**src/rtl/wbs_pkg.sv**
```systemverilog
package wbs_pkg;
  localparam int BUS_W = 16;
  localparam int OP_W  = 2 * BUS_W;
  localparam int BYTE_W = BUS_W / 2;

  typedef enum logic [1:0] {
    ST_IDLE = 2'd0,
    ST_BUS  = 2'd1,
    ST_GAP  = 2'd2,
    ST_RESP = 2'd3
  } seq_state_e;
endpackage

```
**src/rtl/wbs_align.sv**
```systemverilog
module wbs_align (
  input  logic [1:0] size_i,
  input  logic       addr_lsb_i,
  output logic       misalign_o,
  output logic       two_beats_o
);
  // any size above byte needs an even address
  assign misalign_o  = addr_lsb_i & (size_i != 2'd0);
  assign two_beats_o = size_i[1];
endmodule

```
**src/rtl/wbs_lane.sv**
```systemverilog
module wbs_lane
  import wbs_pkg::*;
(
  input  logic [1:0]       size_i,
  input  logic             addr_lsb_i,
  input  logic             beat_i,
  input  logic [OP_W-1:0]  wdata_i,
  input  logic [BUS_W-1:0] bus_rd_i,
  output logic             ub_o,
  output logic             lb_o,
  output logic [BUS_W-1:0] bus_wd_o,
  output logic [BUS_W-1:0] beat_rd_o
);
  logic wide;
  assign wide = (size_i != 2'd0);
  assign ub_o = wide | ~addr_lsb_i;
  assign lb_o = wide | addr_lsb_i;

  always_comb begin
    if (size_i[1])
      bus_wd_o = beat_i ? wdata_i[BUS_W-1:0] : wdata_i[OP_W-1:BUS_W];
    else if (wide)
      bus_wd_o = wdata_i[BUS_W-1:0];
    else
      bus_wd_o = {wdata_i[BYTE_W-1:0], wdata_i[BYTE_W-1:0]};
  end

  always_comb begin
    if (wide)
      beat_rd_o = bus_rd_i;
    else if (addr_lsb_i)
      beat_rd_o = {{BYTE_W{1'b0}}, bus_rd_i[BYTE_W-1:0]};
    else
      beat_rd_o = {{BYTE_W{1'b0}}, bus_rd_i[BUS_W-1:BYTE_W]};
  end
endmodule

```
**src/rtl/wbs_seq.sv**
```systemverilog
module wbs_seq
  import wbs_pkg::*;
#(
  parameter int AW = 24
) (
  input  logic             clk_i,
  input  logic             rst_ni,
  input  logic             req_i,
  input  logic             misalign_i,
  input  logic             two_beats_i,
  input  logic [AW-1:0]    addr_i,
  input  logic [1:0]       size_i,
  input  logic             we_i,
  input  logic             fetch_i,
  input  logic [OP_W-1:0]  wdata_i,
  input  logic             ack_i,
  input  logic [BUS_W-1:0] beat_rd_i,
  output logic             cyc_o,
  output logic             beat_o,
  output logic             done_o,
  output logic             err_o,
  output logic [AW-1:0]    addr_o,
  output logic [1:0]       size_o,
  output logic             we_o,
  output logic             fetch_o,
  output logic [OP_W-1:0]  wdata_o,
  output logic [OP_W-1:0]  rdata_o
);
  seq_state_e       state_q;
  logic             beat_q, err_q, two_q, we_q, fetch_q;
  logic [AW-1:0]    addr_q;
  logic [1:0]       size_q;
  logic [OP_W-1:0]  wdata_q, rdata_q;
  logic [BUS_W-1:0] hi_q;
  logic             last_beat;

  assign last_beat = (beat_q == two_q);

  always_ff @(posedge clk_i or negedge rst_ni) begin
    if (!rst_ni) begin
      state_q <= ST_IDLE;
      beat_q  <= 1'b0;
      err_q   <= 1'b0;
      two_q   <= 1'b0;
      we_q    <= 1'b0;
      fetch_q <= 1'b0;
      addr_q  <= '0;
      size_q  <= '0;
      wdata_q <= '0;
      rdata_q <= '0;
      hi_q    <= '0;
    end else begin
      unique case (state_q)
        ST_IDLE: if (req_i) begin
          addr_q  <= addr_i;
          size_q  <= size_i;
          we_q    <= we_i & ~fetch_i;
          fetch_q <= fetch_i;
          wdata_q <= wdata_i;
          err_q   <= misalign_i;
          two_q   <= two_beats_i;
          beat_q  <= 1'b0;
          state_q <= misalign_i ? ST_RESP : ST_BUS;
        end
        ST_BUS: if (ack_i) begin
          if (last_beat) begin
            if (!we_q)
              rdata_q <= two_q ? {hi_q, beat_rd_i} : {{BUS_W{1'b0}}, beat_rd_i};
            state_q <= ST_RESP;
          end else begin
            hi_q    <= beat_rd_i;
            beat_q  <= 1'b1;
            state_q <= ST_GAP;
          end
        end
        ST_GAP:  state_q <= ST_BUS;
        default: state_q <= ST_IDLE;
      endcase
    end
  end

  assign cyc_o   = (state_q == ST_BUS);
  assign done_o  = (state_q == ST_RESP);
  assign err_o   = done_o & err_q;
  assign beat_o  = beat_q;
  assign addr_o  = addr_q;
  assign size_o  = size_q;
  assign we_o    = we_q;
  assign fetch_o = fetch_q;
  assign wdata_o = wdata_q;
  assign rdata_o = rdata_q;

  // checker: bus cycles completed for the current access
  logic [1:0] beats_seen_q;
  always_ff @(posedge clk_i or negedge rst_ni) begin
    if (!rst_ni)                        beats_seen_q <= '0;
    else if (state_q == ST_IDLE && req_i) beats_seen_q <= '0;
    else if (cyc_o && ack_i)            beats_seen_q <= beats_seen_q + 2'd1;
  end

  p_trap_no_bus_r1: assert property (@(posedge clk_i) disable iff (!rst_ni)
    (state_q == ST_IDLE && req_i && misalign_i) |=> (err_o && !cyc_o));
  p_trap_zero_beats_r1: assert property (@(posedge clk_i) disable iff (!rst_ni)
    err_o |-> (beats_seen_q == 2'd0));
  p_long_two_beats_r4: assert property (@(posedge clk_i) disable iff (!rst_ni)
    (done_o && !err_q) |-> (beats_seen_q == (two_q ? 2'd2 : 2'd1)));
  p_done_pulse_r8: assert property (@(posedge clk_i) disable iff (!rst_ni)
    done_o |=> !done_o);
  p_rdata_at_done_r9: assert property (@(posedge clk_i) disable iff (!rst_ni)
    !$stable(rdata_o) |-> (done_o && !we_q && !err_q));
endmodule

```
**src/rtl/word_bus_seq.sv**
```systemverilog
module word_bus_seq
  import wbs_pkg::*;
#(
  parameter int AW = 24
) (
  input  logic             clk_i,
  input  logic             rst_ni,
  input  logic             req_i,
  input  logic [1:0]       size_i,
  input  logic [AW-1:0]    addr_i,
  input  logic             we_i,
  input  logic             fetch_i,
  input  logic [OP_W-1:0]  wdata_i,
  output logic             done_o,
  output logic [OP_W-1:0]  rdata_o,
  output logic             addr_err_o,
  output logic [AW-1:0]    err_addr_o,
  output logic             err_we_o,
  output logic             err_fetch_o,
  output logic             bus_cyc_o,
  output logic [AW-1:0]    bus_addr_o,
  output logic             bus_we_o,
  output logic             bus_ub_o,
  output logic             bus_lb_o,
  output logic [BUS_W-1:0] bus_wdata_o,
  input  logic [BUS_W-1:0] bus_rdata_i,
  input  logic             bus_ack_i
);
  logic             misalign, two_beats, cyc, beat, ub, lb, we_q, fetch_q;
  logic [AW-1:0]    addr_q;
  logic [1:0]       size_q;
  logic [OP_W-1:0]  wdata_q;
  logic [BUS_W-1:0] bus_wd, beat_rd;

  wbs_align u_align (
    .size_i      (size_i),
    .addr_lsb_i  (addr_i[0]),
    .misalign_o  (misalign),
    .two_beats_o (two_beats)
  );

  wbs_seq #(.AW(AW)) u_seq (
    .clk_i       (clk_i),
    .rst_ni      (rst_ni),
    .req_i       (req_i),
    .misalign_i  (misalign),
    .two_beats_i (two_beats),
    .addr_i      (addr_i),
    .size_i      (size_i),
    .we_i        (we_i),
    .fetch_i     (fetch_i),
    .wdata_i     (wdata_i),
    .ack_i       (bus_ack_i),
    .beat_rd_i   (beat_rd),
    .cyc_o       (cyc),
    .beat_o      (beat),
    .done_o      (done_o),
    .err_o       (addr_err_o),
    .addr_o      (addr_q),
    .size_o      (size_q),
    .we_o        (we_q),
    .fetch_o     (fetch_q),
    .wdata_o     (wdata_q),
    .rdata_o     (rdata_o)
  );

  wbs_lane u_lane (
    .size_i     (size_q),
    .addr_lsb_i (addr_q[0]),
    .beat_i     (beat),
    .wdata_i    (wdata_q),
    .bus_rd_i   (bus_rdata_i),
    .ub_o       (ub),
    .lb_o       (lb),
    .bus_wd_o   (bus_wd),
    .beat_rd_o  (beat_rd)
  );

  assign bus_cyc_o   = cyc;
  assign bus_addr_o  = addr_q + {{(AW-2){1'b0}}, beat, 1'b0};
  assign bus_we_o    = cyc & we_q;
  assign bus_ub_o    = cyc & ub;
  assign bus_lb_o    = cyc & lb;
  assign bus_wdata_o = bus_wd;
  assign err_addr_o  = addr_q;
  assign err_we_o    = we_q;
  assign err_fetch_o = fetch_q;

  p_hold_until_ack_r7: assert property (@(posedge clk_i) disable iff (!rst_ni)
    (bus_cyc_o && !bus_ack_i) |=> (bus_cyc_o && $stable(bus_addr_o) && $stable(bus_we_o)));
  p_release_after_ack_r7: assert property (@(posedge clk_i) disable iff (!rst_ni)
    (bus_cyc_o && bus_ack_i) |=> !bus_cyc_o);
  p_byte_one_lane_r6: assert property (@(posedge clk_i) disable iff (!rst_ni)
    (bus_cyc_o && size_q == 2'd0) |-> (bus_ub_o != bus_lb_o));
  p_err_with_done_r8: assert property (@(posedge clk_i) disable iff (!rst_ni)
    addr_err_o |-> done_o);
endmodule

```
**config.mk**
```make
export PLATFORM = sky130hd
export DESIGN_NAME = word_bus_seq
export DESIGN_NICKNAME = d
export VERILOG_FILES = /design/src/rtl/wbs_pkg.sv /design/src/rtl/wbs_align.sv /design/src/rtl/wbs_lane.sv /design/src/rtl/wbs_seq.sv /design/src/rtl/word_bus_seq.sv
export SDC_FILE = /design/constraint.sdc
export NUM_CORES = 1
export LEC_CHECK = 0
export CAP_MARGIN = 20
export CORE_MARGIN = 5
export CORE_UTILIZATION = 45
export DETAILED_ROUTE_END_ITERATION = 8
export PLACE_DENSITY_LB_ADDON = 0.12
export SLEW_MARGIN = 15
export SYNTH_ARGS = -nofsm -noshare
export SYNTH_HDL_FRONTEND = slang
export SYNTH_SLANG_ARGS = --single-unit
```
**constraint.sdc**
```tcl
create_clock -name clk_i -period 2.6 [get_ports clk_i]
set_input_delay 0.52 -clock clk_i [delete_from_list [all_inputs] [get_ports clk_i]]
set_output_delay 0.52 -clock clk_i [all_outputs]
set_load 0.01 [all_outputs]
```
* Word-level counts from Yosys, hierarchy flattened
Index checks and enable logic that the tools add are counted.
** Storage, ports and cells
- Input port bits :: 80
- Flip-flop bits (word level) :: 113
- Logic and storage cells :: 55
- Output and inout bits :: 104
** Operators by class
- Multiplexer cells :: 15
- Add/sub/neg operators :: 1
- Equal/unequal tests :: 7
- Reduce and logical (&&, ||, !) cells :: 9
- Bitwise logic cells :: 12
** Operators by type and width (number)
- $mux W16 :: 4
- $mux W32 :: 1
- $add A24 B2 Y24 :: 1
- $mux W8 :: 1
- $reduce_and A4 Y1 :: 2
- $and A1 B1 Y1 :: 6
- $mux W2 :: 3
- $ne A2 B2 Y1 const B :: 3
- $pmux W2 S3 :: 1
- $reduce_bool A2 Y1 :: 3
- $eq A2 B2 Y1 const B :: 2
- $mux W1 :: 4
- $not A1 Y1 :: 4
- $reduce_and A2 Y1 :: 2
- $reduce_and A3 Y1 :: 1
- $eq A2 B1 Y1 const B :: 1
- $logic_not A2 Y1 :: 1
- $or A1 B1 Y1 :: 2
- $pmux W1 S2 :: 1
- $eq A1 B1 Y1 :: 1

* Logic depth before layout (Yosys ltp)
- Word-level depth :: 5
- Gate-level depth with buffers :: 6
- Gate-level depth less buffers :: 5

* By module
Synthesis repeated with hierarchy kept, for this count alone.
** Unflattened totals
- Cell total of the unflattened synthesis :: 407
- Area, all modules :: 5436.5 µm²
** By module, submodules not included
- wbs_seq :: instances 1, cells each 288, area each 4426.7 µm², sequential area each 2827.7 µm²
- wbs_lane :: instances 1, cells each 57, area each 536.8 µm², sequential area each 0.0 µm²
- word_bus_seq :: instances 1, cells each 60, area each 457.9 µm², sequential area each 0.0 µm²
- wbs_align :: instances 1, cells each 2, area each 15.0 µm², sequential area each 0.0 µm²

* Least setup slack after synthesis
OpenSTA, ideal clock, no wires.
- Path kind :: register to output
- Start :: reg u_seq.addr_q[1], in the netlist u_seq.addr_o[1]
- End :: out bus_addr_o[22]
- Buffers on the path :: 0
- Path slack :: 0.394 ns
- Arrival :: 1.686 ns
- Required time :: 2.080 ns
- Stages on the path, launching flop included :: 6
- Cell sequence :: dfrtp_1 > ha_1 > nand4_1 > nor4_4 > nand4_1 > xnor2_1
** On the way
- Longest elaborated chain between the ends :: 1
** Ends and longest elaborated chain
- from (decl) :: line wbs_seq.sv:31 : logic [AW-1:0] addr_q;
- from (signal assigned) :: line wbs_seq.sv:55 : addr_q <= addr_i;
- $add A24 B2 Y24 :: line word_bus_seq.sv:80 : assign bus_addr_o = addr_q + {{(AW-2){1'b0}}, beat, 1'b0};
- to (decl) :: line word_bus_seq.sv:21 : output logic [AW-1:0] bus_addr_o,
No other way between the ends.

* Worst setup path after layout
- Start :: reg u_seq.beat_q, in the netlist u_seq.beat_o
- End :: out bus_addr_o[11]
** On the way
- Longest elaborated chain between the ends :: 1
** Ends and longest elaborated chain
- from (decl) :: line wbs_seq.sv:30 : logic beat_q, err_q, two_q, we_q, fetch_q;
- from (signal assigned) :: line wbs_seq.sv:42 : beat_q <= 1'b0;
- from (signal assigned) :: line wbs_seq.sv:62 : beat_q <= 1'b0;
- from (signal assigned) :: line wbs_seq.sv:72 : beat_q <= 1'b1;
- $add A24 B2 Y24 :: line word_bus_seq.sv:80
No other way between the ends.

==> impl_metrics.json <==
{
  "multi_input_area_um2": 2350,
  "use_met1_pct": 26.60,
  "nets": 864,
  "hold_buffers": 0,
  "floorplan.initialDensity_pct": 46.00,
  "cp_max_fo": 3,
  "grt_pass1_vias": 4762,
  "cts_sinks": 112,
  "syn2layout_area_growth_pct": 48.79,
  "ys_ff_latch": 112,
  "min_period_ns": 2.586,
  "track_usage_pct": 20.87,
  "ir_worst_vdd_mv": 0.5514,
  "cts_tree": "yes",
  "fmax_mhz": 386.7,
  "pin_count": 184,
  "drive_above_1_share_pct": 16.01,
  "gp_congestion": 0.8282,
  "row_count": 39,
  "diodes": 0,
  "dpl_cell_area_um2": 7342,
  "yosysTopAreaCell": "dfrtp_1",
  "wirelength_mm": 14.56,
  "setup_viol": 0,
  "die_h_um": 118.0,
  "synth_cell_types": 35,
  "fin_cells": 930,
  "clk_pin_slew_worst_paths_ns": 0.07,
  "power_mw": 9.578,
  "critPathTopFamily": "buffers and inverters",
  "synth_area_leaders": "dfrtp_1 (53%), nand2_1 (19%), o21ai_2 (4.2%)",
  "wire_per_inst_um": 15.66,
  "status": "finished clean",
  "grt_setup_unrepaired": "yes",
  "io_buffers": 183,
  "grtUsageMet3_pct": 6.679,
  "cts-buffers-inserted": 9,
  "antenna_found_initial": 0,
  "fin_crit_sh_pct": 99.46,
  "grt_max_degree": 65,
  "seq_area_frac_synth_pct": 53.36,
  "synth_top_cell_area_share_pct": 53.36,
  "crit_path_max_incr_delay_ns": 0.37,
  "finalMaxSlewViolations": 0,
  "layout.cell_area.non_filler_um2": 7815,
  "path_class": "reg -> out",
  "slew_headroom_pct": 59.42,
  "grt_pass1_wl_mm": 24.02,
  "ant_nets": 0,
  "final.fill_count": 955,
  "use_met2_pct": 34.48,
  "cp.arrival_ns": 2.07,
  "reg2reg_depth": 7,
  "drcViolationCount": 0,
  "syn-num-nets": 663,
  "firstDrtPassIters": 4,
  "root_buffer": "clkbuf_16",
  "finClkSkew_ns": 0.005601,
  "cp-start-kind": "register",
  "reg2reg_from": "u_seq.beat_o$_DFFE_PN0P_",
  "ys.warnings.count": 0,
  "cap_violations": 0,
  "hold_viol_final": 0,
  "hpwl_mm": 10.81,
  "cp-end-kind": "output port",
  "slowest_stage": "dfrtp_1",
  "required_ns": 2.08,
  "crit_path_cell_trace": "buf_6, ha_4, nand4_1, buf_4, buf_6, nor3_4, buf_6, buf_4, xor2_1, buf_2",
  "critPathBufInv": 6,
  "r2r_slack_ns": 0.52,
  "ff_latch_area_um2": 2806,
  "via_per_inst": 4.969,
  "power_density_nw_per_um2": 1226,
  "clockBufferDepth": 2,
  "regToRegEndpoint": "u_seq.rdata_o[17]$_DFFE_PN0P_",
  "tightest_slew_ns": 0.6065,
  "drt_iter0_markers": 280,
  "vias": 4621,
  "core_um2": 11420,
  "hold_class": "in -> async",
  "layout_common_cells": "nand2_1 (257), clkdlybuf4s50_1 (155), dfrtp_1 (109)",
  "top_usage_layer": "met2",
  "clock_latency_ns": 0.34,
  "cp_common_cell": "buf_6",
  "die-width_um": 118.0,
  "dp_cells": 902,
  "layout_commonest_cell": "nand2_1",
  "power_leakage_nw": 3.767,
  "synth.avg_cell_area_um2": 9.041,
  "h-tree-depth": 3,
  "syn_area_um2": 5253,
  "gr-total-overflow": 0,
  "dieArea_um2": 13930,
  "syn_inst": 581
}
==> routing by layer <==
metal | wire length, um | share of wire (%) | vias to the layer above
li1 | - | - | 2292
met1 | 6110 | 42 | 2186
met2 | 7183 | 49 | 130
met3 | 1083 | 7.4 | 13
met4 | 185 | 1.3 | 0
met5 | 0 | 0 | -
==> cell usage after synthesis <==
| cell | count |
|---|---|
| o21ai_1 | 7 |
| and4_1 | 1 |
| mux2i_1 | 16 |
| ha_1 | 2 |
| or2_1 | 1 |
| nor3b_1 | 1 |
| maj3_1 | 1 |
| buf_4 | 2 |
| a21oi_1 | 10 |
| inv_1 | 2 |
| clkbuf_1 | 22 |
| a211oi_1 | 8 |
| mux2_2 | 8 |
| nor2_4 | 1 |
| nand4_1 | 8 |
| buf_2 | 2 |
| xnor2_1 | 17 |
| dfrtp_1 | 112 |
| and3_1 | 4 |
| nor2_1 | 10 |
| nor4_4 | 1 |
| nand3_1 | 11 |
| nor2b_1 | 9 |
| a22o_1 | 1 |
| nand2_1 | 259 |
| xor2_1 | 6 |
| buf_1 | 1 |
| nor3_1 | 1 |
| o21ai_0 | 20 |
| o21ai_2 | 25 |
| and2_1 | 2 |
| or4b_1 | 1 |
| nand3b_1 | 1 |
| buf_6 | 7 |
| nand2b_1 | 1 |
==> cell type report <==
| type | count | share of cell area (%) |
|---|---|---|
| Multi-Input combinational cell | 433 | 30.07 |
| Sequential cell | 112 | 35.91 |
| Inverter | 2 | 0.09606 |
| Clock buffer | 11 | 3.106 |
| Tap cell | 143 | 2.289 |
| Timing Repair Buffer | 224 | 27.51 |
| Clock inverter | 5 | 1.025 |
==> power by group <==
part,total [mW],leakage (nW),internal (mW),switching (mW)
Combinational,4.96,2.19,2.52,2.44
Sequential,3.14,1.42,2.53,0.610
Clock,1.48,0.152,0.870,0.605
Total,9.58,3.77,5.92,3.65
==> worst max-delay path by stage <==
stage                                           start             end  slack, ns  cells past startpoint
after floorplan           u_seq.addr_o[1]$_DFFE_PN0P_  bus_addr_o[22]       0.39                      5
final                        u_seq.beat_o$_DFFE_PN0P_  bus_addr_o[11]       0.01                     10
after global placement    u_seq.addr_o[1]$_DFFE_PN0P_  bus_addr_o[17]      -0.02                      6
after detailed placement  u_seq.addr_o[1]$_DFFE_PN0P_  bus_addr_o[23]      -0.07                      6
after global routing         u_seq.beat_o$_DFFE_PN0P_  bus_addr_o[11]      -0.06                     10
after CTS                    u_seq.beat_o$_DFFE_PN0P_  bus_addr_o[12]      -0.04                     10
==> flip-flops by register name, indices dropped and copies added (netlist names) <==
register and count:
u_seq.rdata_o 32, u_seq.wdata_o 32, u_seq.addr_o 24, u_seq.hi_q 16
u_seq.state_q 2, u_seq.beat_o 1, u_seq.err_q 1, u_seq.fetch_o 1
u_seq.size_o 1, u_seq.two_q 1, u_seq.we_o 1
==> through the flow <==
stage / setup TNS [ns] / hold slack [ns] / setup WS, ns / utilization [%]
2_1_floorplan: 0 / 0.2244 / 0.3935 / -
5_1_grt: -0.1532 / 0.1646 / -0.05521 / 68.44
4_1_cts: -0.06624 / 0.1431 / -0.03761 / 67.30
3_3_place_gp: -0.02580 / 0.4525 / -0.01504 / 64.30
3_5_place_dp: -0.3095 / 0.4594 / -0.07153 / 64.30
6_report: 0 / 0.1320 / 0.01393 / 68.44
==> repair_timing <==
item / CTS / global route
setup buffers: 4 / 8
pin swaps: 4 / 5
gates cloned: 0 / 0
endpoints found under the setup margin: 25 / 27
endpoints found under the hold margin: 0 / 0
resized for setup: 40 / 54
==> cells by family after synthesis <==
kind of cell | count (synthesis) | synth area share (%)
AND/OR/NAND/NOR | 312 | 24.61
flip-flops | 112 | 53.36
AO/OA/AOI/OAI | 71 | 9.004
buffers and inverters | 36 | 3.764
multiplexers | 24 | 4.764
XOR/XNOR | 23 | 3.835
adder cells (fa/ha/maj) | 3 | 0.6669
No activity file was read; power rests on OpenSTA's default activity.
